### src/rtl/lp_ctrl_reg.sv
module lp_ctrl_reg #(
  parameter int ADDR_W    = 4,
  parameter int DATA_W    = 32,
  parameter int LOCK_ADDR = 0,
  parameter int CTRL_ADDR = 1
) (
  input  logic              clk_i,
  input  logic              rst_ni,
  input  logic [ADDR_W-1:0] bus_addr_i,
  input  logic              bus_we_i,
  input  logic [DATA_W-1:0] bus_wdata_i,
  output logic [DATA_W-1:0] bus_rdata_o,
  input  logic              lp_entry_i,
  input  logic              lp_exit_i,
  input  logic              rst_req_i,
  output logic              hint_o,
  output logic              core_clk_lp_o,
  output logic              io_clk_lp_o,
  output logic              usb_clk_lp_o,
  output logic              usb_clk_act_o,
  output logic              main_pd_n_o
  ,output logic             cfg_unlocked_o
);

  localparam int BIT_HINT = 0;
  localparam int BIT_CORE = 4;
  localparam int BIT_IO   = 5;
  localparam int BIT_ULP  = 6;
  localparam int BIT_UACT = 7;
  localparam int BIT_MPD  = 8;

  logic lock_q;
  logic hint_q, core_q, io_q, ulp_q, uact_q, mpd_q;

  logic sel_ctrl, sel_lock, ctrl_wr, hint_clr;

  assign sel_ctrl = (bus_addr_i == ADDR_W'(CTRL_ADDR));
  assign sel_lock = (bus_addr_i == ADDR_W'(LOCK_ADDR));
  assign ctrl_wr  = bus_we_i && sel_ctrl && lock_q;
  assign hint_clr = lp_entry_i || rst_req_i;

  always_ff @(posedge clk_i or negedge rst_ni) begin
    if (!rst_ni)         lock_q <= 1'b1;
    else if (lp_entry_i) lock_q <= 1'b0;
    else if (lp_exit_i)  lock_q <= 1'b1;
  end

  always_ff @(posedge clk_i or negedge rst_ni) begin
    if (!rst_ni)       hint_q <= 1'b0;
    else if (hint_clr) hint_q <= 1'b0;
    else if (ctrl_wr)  hint_q <= bus_wdata_i[BIT_HINT];
  end

  always_ff @(posedge clk_i or negedge rst_ni) begin
    if (!rst_ni) begin
      core_q <= 1'b0;
      io_q   <= 1'b0;
      ulp_q  <= 1'b0;
      uact_q <= 1'b1;
      mpd_q  <= 1'b1;
    end else if (ctrl_wr) begin
      core_q <= bus_wdata_i[BIT_CORE];
      io_q   <= bus_wdata_i[BIT_IO];
      ulp_q  <= bus_wdata_i[BIT_ULP];
      uact_q <= bus_wdata_i[BIT_UACT];
      mpd_q  <= bus_wdata_i[BIT_MPD];
    end
  end

  always_comb begin
    bus_rdata_o = '0;
    if (sel_ctrl) begin
      bus_rdata_o[BIT_HINT] = hint_q;
      bus_rdata_o[BIT_CORE] = core_q;
      bus_rdata_o[BIT_IO]   = io_q;
      bus_rdata_o[BIT_ULP]  = ulp_q;
      bus_rdata_o[BIT_UACT] = uact_q;
      bus_rdata_o[BIT_MPD]  = mpd_q;
    end else if (sel_lock) begin
      bus_rdata_o[0] = lock_q;
    end
  end

  assign hint_o         = hint_q;
  assign core_clk_lp_o  = core_q;
  assign io_clk_lp_o    = io_q;
  assign usb_clk_lp_o   = ulp_q & mpd_q;
  assign usb_clk_act_o  = uact_q;
  assign main_pd_n_o    = mpd_q;
  assign cfg_unlocked_o = lock_q;

  a_r2_entry_locks: assert property (@(posedge clk_i) disable iff (!rst_ni)
    lp_entry_i |=> !cfg_unlocked_o);

  a_r3_exit_unlocks: assert property (@(posedge clk_i) disable iff (!rst_ni)
    (lp_exit_i && !lp_entry_i) |=> cfg_unlocked_o);

  a_r5_locked_frozen: assert property (@(posedge clk_i) disable iff (!rst_ni)
    !cfg_unlocked_o |=> ($stable(core_clk_lp_o) && $stable(io_clk_lp_o) &&
                         $stable(usb_clk_act_o) && $stable(main_pd_n_o)));

  a_r7_hint_clears: assert property (@(posedge clk_i) disable iff (!rst_ni)
    (lp_entry_i || rst_req_i) |=> !hint_o);

  a_r8_usb_gated: assert property (@(posedge clk_i) disable iff (!rst_ni)
    !main_pd_n_o |-> !usb_clk_lp_o);

endmodule

### config.mk
export PLATFORM = sky130hd
export DESIGN_NAME = lp_ctrl_reg
export DESIGN_NICKNAME = d
export VERILOG_FILES = /design/src/rtl/lp_ctrl_reg.sv
export SDC_FILE = /design/constraint.sdc
export NUM_CORES = 1
export LEC_CHECK = 0
export BUFFER_PORTS_ARGS = -buffer_cell sky130_fd_sc_hd__buf_4
export CORE_MARGIN = 4
export CORE_UTILIZATION = 32
export DETAILED_ROUTE_END_ITERATION = 8
export GPL_ROUTABILITY_DRIVEN = 1
export PLACE_DENSITY = 0.9
export SETUP_SLACK_MARGIN = 0.5
export SYNTH_ARGS = -nofsm -noshare
export SYNTH_HDL_FRONTEND = slang
export SYNTH_SLANG_ARGS = --single-unit
### constraint.sdc
create_clock -name clk_i -period 3.7 [get_ports clk_i]
set_input_delay 0.555 -clock clk_i [delete_from_list [all_inputs] [get_ports clk_i]]
set_output_delay 0.555 -clock clk_i [all_outputs]
set_load 0.02 [all_outputs]
After elaboration in Yosys (flattened, before gate mapping). Cells that the tools add are included.

Output and inout port bits: 39. Input bits: 42. Flip-flop bits (word level): 7. Word-level logic and storage cells: 22.

Reductions and logical operators: 6. Bitwise gates (word level): 1. Equal/unequal tests: 1. Muxes and demuxes: 7.

Operators by type and width (number): 1-bit two-way mux (6); 5-bit two-way mux (1); 4-bit by 1-bit equality test with 1-bit output, second input constant (1); 4-bit logical NOT (1); 2-bit nonzero test (2); 1-bit logical AND (2); 1-bit bitwise AND (1); 1-bit logical OR (1).

Longest topological paths before layout. Gate-level depths: netlist of run 1.

Word-level depth: 5. Gate-level depth with buffers: 4. Mapped depth without buffers: 3.

Least setup slack after synthesis of run 1. OpenSTA, ideal clock, no wires.

Path type: reg2out. Start: reg lock_q (netlist: cfg_unlocked_o). End: out bus_rdata_o[0]. Stages on the path, launching flop included: 3. Setup slack: 1842 ps. Buffers on the path: 0. Arrival time: 1303 ps. Required time: 3145 ps. Cell sequence: dfstp_2 mux2i_1 nor4_1.

Cells in the longest elaborated chain, start to end: 2.

RTL lines: start, declared (line 32) `logic lock_q;`; start signal, assigned (line 43) `if (!rst_ni) lock_q <= 1'b1;`; start signal, assigned (line 44) `else if (lp_entry_i) lock_q <= 1'b0;`; start signal, assigned (line 45) `else if (lp_exit_i) lock_q <= 1'b1;`; 1-bit two-way mux (line 79) `end else if (sel_lock) begin`; 1-bit two-way mux (line 72) `if (sel_ctrl) begin`; end, declared (line 12) `output logic [DATA_W-1:0] bus_rdata_o,`.

Every way passes these cells.

Final worst setup path of run 1.
Start: in bus_addr_i[1]. End: out bus_rdata_o[5].

Cells in the longest elaborated chain, start to end: 2.

RTL lines: start, declared (line 9) `input logic [ADDR_W-1:0] bus_addr_i,`; 4-bit by 1-bit equality test with 1-bit output (line 37) `assign sel_ctrl = (bus_addr_i == ADDR_W'(CTRL_ADDR));`; 5-bit two-way mux (line 72).

Every way passes these cells.

==> impl_metrics.toml, run 1 <==
[clocking]
cts_setup_buffers = 0
cts_root_buf = "clkbuf_4"
clockBufferDepth = 2
cts_resized = 0
clk_latency_ns = 0.25
ctsHoldBuffers = 0
cts_tree = "yes"
cts.sinks = 7
cts.reportedPaths.clkPinSlew_ns = 0.05
cts_buffers = 3
cts_max_level = 1

[sta]
tns_ns = 0
grt_setup_unrepaired = "false"
fin_crit_sh = 0.5149
fmax_mhz = 524.9
whs_ns = 0.1038
fin_crit_ns = 1.905
final_hold_viol_count = 0
finalMaxSlewViolations = 0
finClkSkew_ns = 0.001841
setup_viol = 0

[grt]
grt_most_used_layer = "met2"
gr-total-overflow = 0
use_met3 = 0.02374
antenna_found_initial = 0
met1_usage = 0.07957
grt_max_degree = 8
grt_pass1_wl_um = 1593
grtUsageMet2 = 0.1587
grt_usage = 0.08669
grt_pass1_vias = 386

[power]
peakVddDrop_v = 0.0001749
leakagePower_nw = 0.4084
powerDensity_mw_per_mm2 = 339.2

[critical_path]
critical_path_class = "primary input to output pin"
r2r_cells = 2
start_kind = "primary input"
crit_arrival_ns = 1.35
reg2reg_to = "io_clk_lp_o"
rrSetupSlack_ns = 2.31
critPathTopFamily = "simple AND/OR/NAND/NOR gates"
path_cells = "buf_4 > nor4b_4 > and2_2 > buf_4"
cp-end-kind = "output pin"
path_common_cell = "buf_4"
critPathRequiredTime_ns = 3.14
path_max_fanout = 6
rr_startpoint = "cfg_unlocked_o"
critPathMaxStageDelay_ns = 0.35
crit_buf_inv = 2
cp_slowest_cell = "nor4b_4"

[logic_synthesis]
postSynthCellCount = 56
synth_area_um2 = 583.1
synth_top_area_cell = "buf_4"
syn-mean-instance-area_um2 = 10.41
synthMuxAreaShare = 0.1631
synth_simple_gate_area_share = 0.1695
synth-compound-area-share = 0
synth_warnings = 0
synthDistinctLibCells = 14
synth_top_family_by_area = "buffers and inverters"
synthAdderAreaFrac = 0
ys_ff_latch = 7
synth_area_leaders = "buf_4, dfrtp_1, dfstp_2"
seq_area_frac_synth = 0.3069
synth_top_area_share = 0.3348
synth-xor-area-share = 0

[die]
chipHeight_um = 50.69
core_mm2 = 0.001727
die_w_um = 50.69
die-area_mm2 = 0.002569
rows = 15
start_util = 0.3377
io_pins = 81

[finish]
layout_common_cells = "buf_4, conb_1, and2_2, mux2_4, dfrtp_1"
area_delta_synth_final_pct = 26.61
nNetsFinal = 129
stdcell_count = 111
final_common_cell = "buf_4"
diodes = 0
fin_util = 0.4275
drive_above_1_share = 0.5233

[route]
route.detailed.drc = 0
finalWirelength_um = 1139
drt-pass1-iter-count = 2
via_count = 398
drtAntennaViolNets = 0
avgRoutedWirePerCell_um = 10.26
drtIter0Drc = 1
viasPerCell = 3.586

[run_status]
status = "completed"

[place]
dpl.hpwl_um = 1031
placed_cells = 107
gp_congestion = 0.5841
port-buffer-count = 28

[min_path]
hold_class = "primary input to asynchronous set/reset pin"

[run]
max-cap-violations = 0
## area by class of cell
cell class | count | area (um2)
clock buffers | 4 | 26.28
fillers | 197 | 988.4
multi-input cells | 47 | 291.5
flip-flops and latches | 7 | 178.9
well taps | 25 | 31.28
repair buffers | 28 | 210.2
## power breakdown
group	total [mW]	internal [mW]	switching, mW
sequential	0.0975	0.0898	0.00771
clock	0.0678	0.0411	0.0268
combinational	0.0851	0.0361	0.0489
## layer usage
metal / share of wire / vias to the layer above
li1: - / 189
met1: 0.29 / 176
met2: 0.57 / 28
met3: 0.11 / 5
met4: 0.028 / 0
met5: 0 / -
## cell usage after synthesis
| library cell | number |
|---|---|
| conb_1 | 1 |
| and3_1 | 1 |
| nor4_1 | 1 |
| dfstp_2 | 3 |
| buf_6 | 1 |
| nor2_1 | 3 |
| nor4b_4 | 1 |
| and2_1 | 1 |
| and2_2 | 5 |
| mux2i_1 | 2 |
| nand2_1 | 2 |
| buf_4 | 26 |
| mux2_4 | 5 |
| dfrtp_1 | 4 |
## worst max-delay path by stage
| stage | startpoint | to | cells past startpoint |
|---|---|---|---|
| after floorplan | cfg_unlocked_o | bus_rdata_o[0] | 2 |
| after global placement | bus_addr_i[1] | core_clk_lp_o | 4 |
| after detailed placement | bus_addr_i[1] | core_clk_lp_o | 4 |
| after CTS | bus_addr_i[1] | bus_rdata_o[5] | 4 |
| after global routing | bus_addr_i[1] | bus_rdata_o[5] | 4 |
| final | bus_addr_i[1] | bus_rdata_o[5] | 4 |
## cell families (layout without fill, tap and decap cells)
family                 after synthesis  after routing
and+or+nand+nor                     14             14
DFF                                  7              7
muxes                                7              7
buffers and inverters               27             32
other                                1             26
## sequential cells by signal (all words and copies together), names as in the netlist
register and flops:
cfg_unlocked_o 1, core_clk_lp_o 1, hint_o 1, io_clk_lp_o 1, main_pd_n_o 1, ulp_q 1, usb_clk_act_o 1
## per-stage QoR
stage	power, mW	instance area [um2]	setup slack [ns]
5_1_grt	0.2638	738.2	1.703
6_report	0.2504	738.2	1.795
3_5_place_dp	0.1839	711.9	1.725
3_3_place_gp	0.1820	711.9	1.735
4_1_cts	0.2548	738.2	1.766
2_1_floorplan	0.1709	676.9	1.842
Note: power is estimated with default switching activity, not from simulation.
==> run 2, diff against run 1 <==
--- a/config.mk
+++ b/config.mk
@@ -5,12 +5,13 @@
 export SDC_FILE = /design/constraint.sdc
 export NUM_CORES = 1
 export LEC_CHECK = 0
+export ABC_AREA = 1
 export BUFFER_PORTS_ARGS = -buffer_cell sky130_fd_sc_hd__buf_4
 export CORE_MARGIN = 4
-export CORE_UTILIZATION = 32
+export CORE_UTILIZATION = 27
 export DETAILED_ROUTE_END_ITERATION = 8
 export GPL_ROUTABILITY_DRIVEN = 1
-export PLACE_DENSITY = 0.9
+export PLACE_DENSITY = 0.81
 export SETUP_SLACK_MARGIN = 0.5
 export SYNTH_ARGS = -nofsm -noshare
 export SYNTH_HDL_FRONTEND = slang
==> constraint.sdc (replaced) <==
create_clock -name clk_i -period 1.6 [get_ports clk_i]
set_input_delay 0.24 -clock clk_i [delete_from_list [all_inputs] [get_ports clk_i]]
set_output_delay 0.24 -clock clk_i [all_outputs]
set_load 0.02 [all_outputs]
==> run 2 against run 1 <==
Against the previous run:
- register-to-register slack lost 2.0 ns
- global-route usage increased by 2.0 points
- setup slack lost 1.6 ns
- power rose to 2.7 times the previous value
- clock power increased by 140%
- critical path depth down 1
- critical path type is now register to output pin
- first-iteration DRC count increased to 9.0 times the previous value
- largest power group is now combinational logic
- via count grew 42%
- sequential power is 130% higher
- routed wire length up 32%
==> impl_metrics.toml, run 2 <==
[die]
die-area_mm2 = 0.002989
core_mm2 = 0.002022
start_util = 0.2908
io_pins = 81
die_w_um = 54.67
rows = 16
chipHeight_um = 54.67

[sta]
final_hold_viol_count = 0
setup_slack_ns = 0.1989
fin_crit_sh = 0.8757
tns_ns = 0
finClkSkew_ns = 0.004790
fin_crit_ns = 1.401
fmax_mhz = 713.7
grt_setup_unrepaired = "true"
finalMaxSlewViolations = 0
setup_viol = 0

[route]
drtAntennaViolNets = 0
drtIter0Drc = 9
via_count = 567
route.detailed.drc = 0
drt-pass1-iter-count = 3
finalWirelength_um = 1506
avgRoutedWirePerCell_um = 9.974
viasPerCell = 3.755

[clocking]
cts_root_buf = "clkbuf_4"
clockBufferDepth = 2
cts.sinks = 7
cts_max_level = 1
cts.reportedPaths.clkPinSlew_ns = 0.05
cts_buffers = 3
cts_tree = "yes"
clk_latency_ns = 0.26

[finish]
area_delta_synth_final_pct = 57.45
multiInputGateArea_um2 = 299.0
stdcell_count = 151
final_common_cell = "conb_1"
fillerInstances = 202
diodes = 0
drive_above_1_share = 0.5000
nNetsFinal = 167
layout_common_cells = "conb_1, buf_4, nand2_1, buf_6, inv_2"
seqCellArea_um2 = 178.9

[place]
placed_cells = 137
gp_congestion = 0.6883
dpl.hpwl_um = 1155
port-buffer-count = 28
pre_cts_ws_ns = 0.3034

[critical_path]
cp_slowest_cell = "dfstp_2"
start_kind = "register"
critPathMaxStageDelay_ns = 0.53
critical_path_class = "register to output pin"
path_cells = "nand3_1 > o21ai_2 > buf_6"
path_max_fanout = 2
critPathRequiredTime_ns = 1.36
cp-end-kind = "output pin"
crit_arrival_ns = 1.16

[logic_synthesis]
synthDistinctLibCells = 13
synth_top_area_cell = "buf_4"
synth_warnings = 0
synth_area_um2 = 588.1
synth-edff-count = 0
synthArstFlopShare = 1.000
synth_common_cells = "buf_4, nand2_1, inv_1, nor2_1, nand3_1"
synth_flop_cell = "dfrtp_1"
syn-mean-instance-area_um2 = 7.085
seq_area_frac_synth = 0.3043
synth_area_leaders = "buf_4, dfrtp_1, dfstp_2"
synth_top_area_share = 0.3319
postSynthCellCount = 83
ys_ff_latch = 7
yosysMostFrequentCell = "buf_4"

[run_status]
status = "completed"

[run]
max-cap-violations = 0

[power]
leakagePower_nw = 0.5127
peakVddDrop_v = 0.0002972
powerDensity_mw_per_mm2 = 716.7

[grt]
grt_pass1_vias = 551
grt_pass1_wl_um = 2249
grt_usage = 0.1071
gr-total-overflow = 0
grt_max_degree = 8
antenna_found_initial = 0

[min_path]
hold_class = "primary input to register"
-- run 2: changes by cell type in the layout (fill, tap and decap cells not counted), moves of 5 or more --
cell,change
inv_2,+8
buf_6,+14
and2_2,-5
buf_4,-5
nand3_1,+7
mux2_4,-5
nand2_1,+12
-- run 2: repair_timing --
action	CTS	global route
hold buffers	1	0
setup endpoints to repair	16	16
gates resized for setup	25	1
pin swaps	8	0
endpoints found under the hold margin	7	0
buffers inserted	7	2
-- run 2: layer usage --
| layer | track usage | part of all wire | up-vias |
|---|---|---|---|
| met5 | 0 | 0 | - |
| met2 | 0.1988 | 0.53 | 35 |
| li1 | - | - | 279 |
| met4 | 0.04979 | 0.025 | 0 |
| met3 | 0.04360 | 0.13 | 5 |
| met1 | 0.1000 | 0.32 | 248 |
-- run 2: cell type report --
| class | count | area share |
|---|---|---|
| clock buffers | 4 | 0.02838 |
| well taps | 27 | 0.03649 |
| repair buffers | 38 | 0.3676 |
| multi-input cells | 63 | 0.3230 |
| inverters | 12 | 0.05135 |
| flip-flops and latches | 7 | 0.1932 |
-- run 2: power by group --
part           switching [mW]  internal [mW]  total (mW)
logic                   0.155          0.118       0.273
registers              0.0193          0.207       0.226
clock network          0.0692         0.0954       0.165
total                   0.243          0.420       0.664
-- run 2: path summary, 6_finish.rpt --
kind                                startpoint        endpoint  slack, ns  depth (start not counted)
worst max register to register  cfg_unlocked_o     io_clk_lp_o       0.34                          6
max in group asynchronous               rst_ni  cfg_unlocked_o       1.05                          2
worst max-delay path            cfg_unlocked_o  bus_rdata_o[0]       0.20                          3
min in group asynchronous               rst_ni           ulp_q       0.34                          2
worst min-delay path                lp_entry_i  cfg_unlocked_o       0.11                          2
worst min register to register          hint_o          hint_o       0.54                          2
-- run 2: logic make-up after synthesis --
group,after synthesis,share of synthesized area
AOI/OAI and AO/OA,1,0.008502
buffers and inverters,38,0.4085
DFF,7,0.3043
other,1,0.006377
and+or+nand+nor,36,0.2724
-- run 2: worst max-delay path, delay by kind of cell (launching register included) --
family | cells | cell delay, ns
DFF | 1 | 0.53
AOI/OAI and AO/OA | 1 | 0.15
buffers and inverters | 1 | 0.14
and+or+nand+nor | 1 | 0.09
-- run 2: stage by stage --
step / hold WS [ns] / instance area [um2] / utilization / power (mW)
final: 0.1084 / 925.9 / 0.4579 / 0.6636
after global routing: 0.09911 / 925.9 / 0.4579 / 0.7095
after detailed placement: 0.05635 / 752.0 / 0.3719 / 0.4299
after global placement: 0.05351 / 752.0 / 0.3719 / 0.4244
after CTS: 0.1028 / 907.1 / 0.4486 / 0.6535
after floorplan: -0.05559 / 703.2 / - / 0.4004
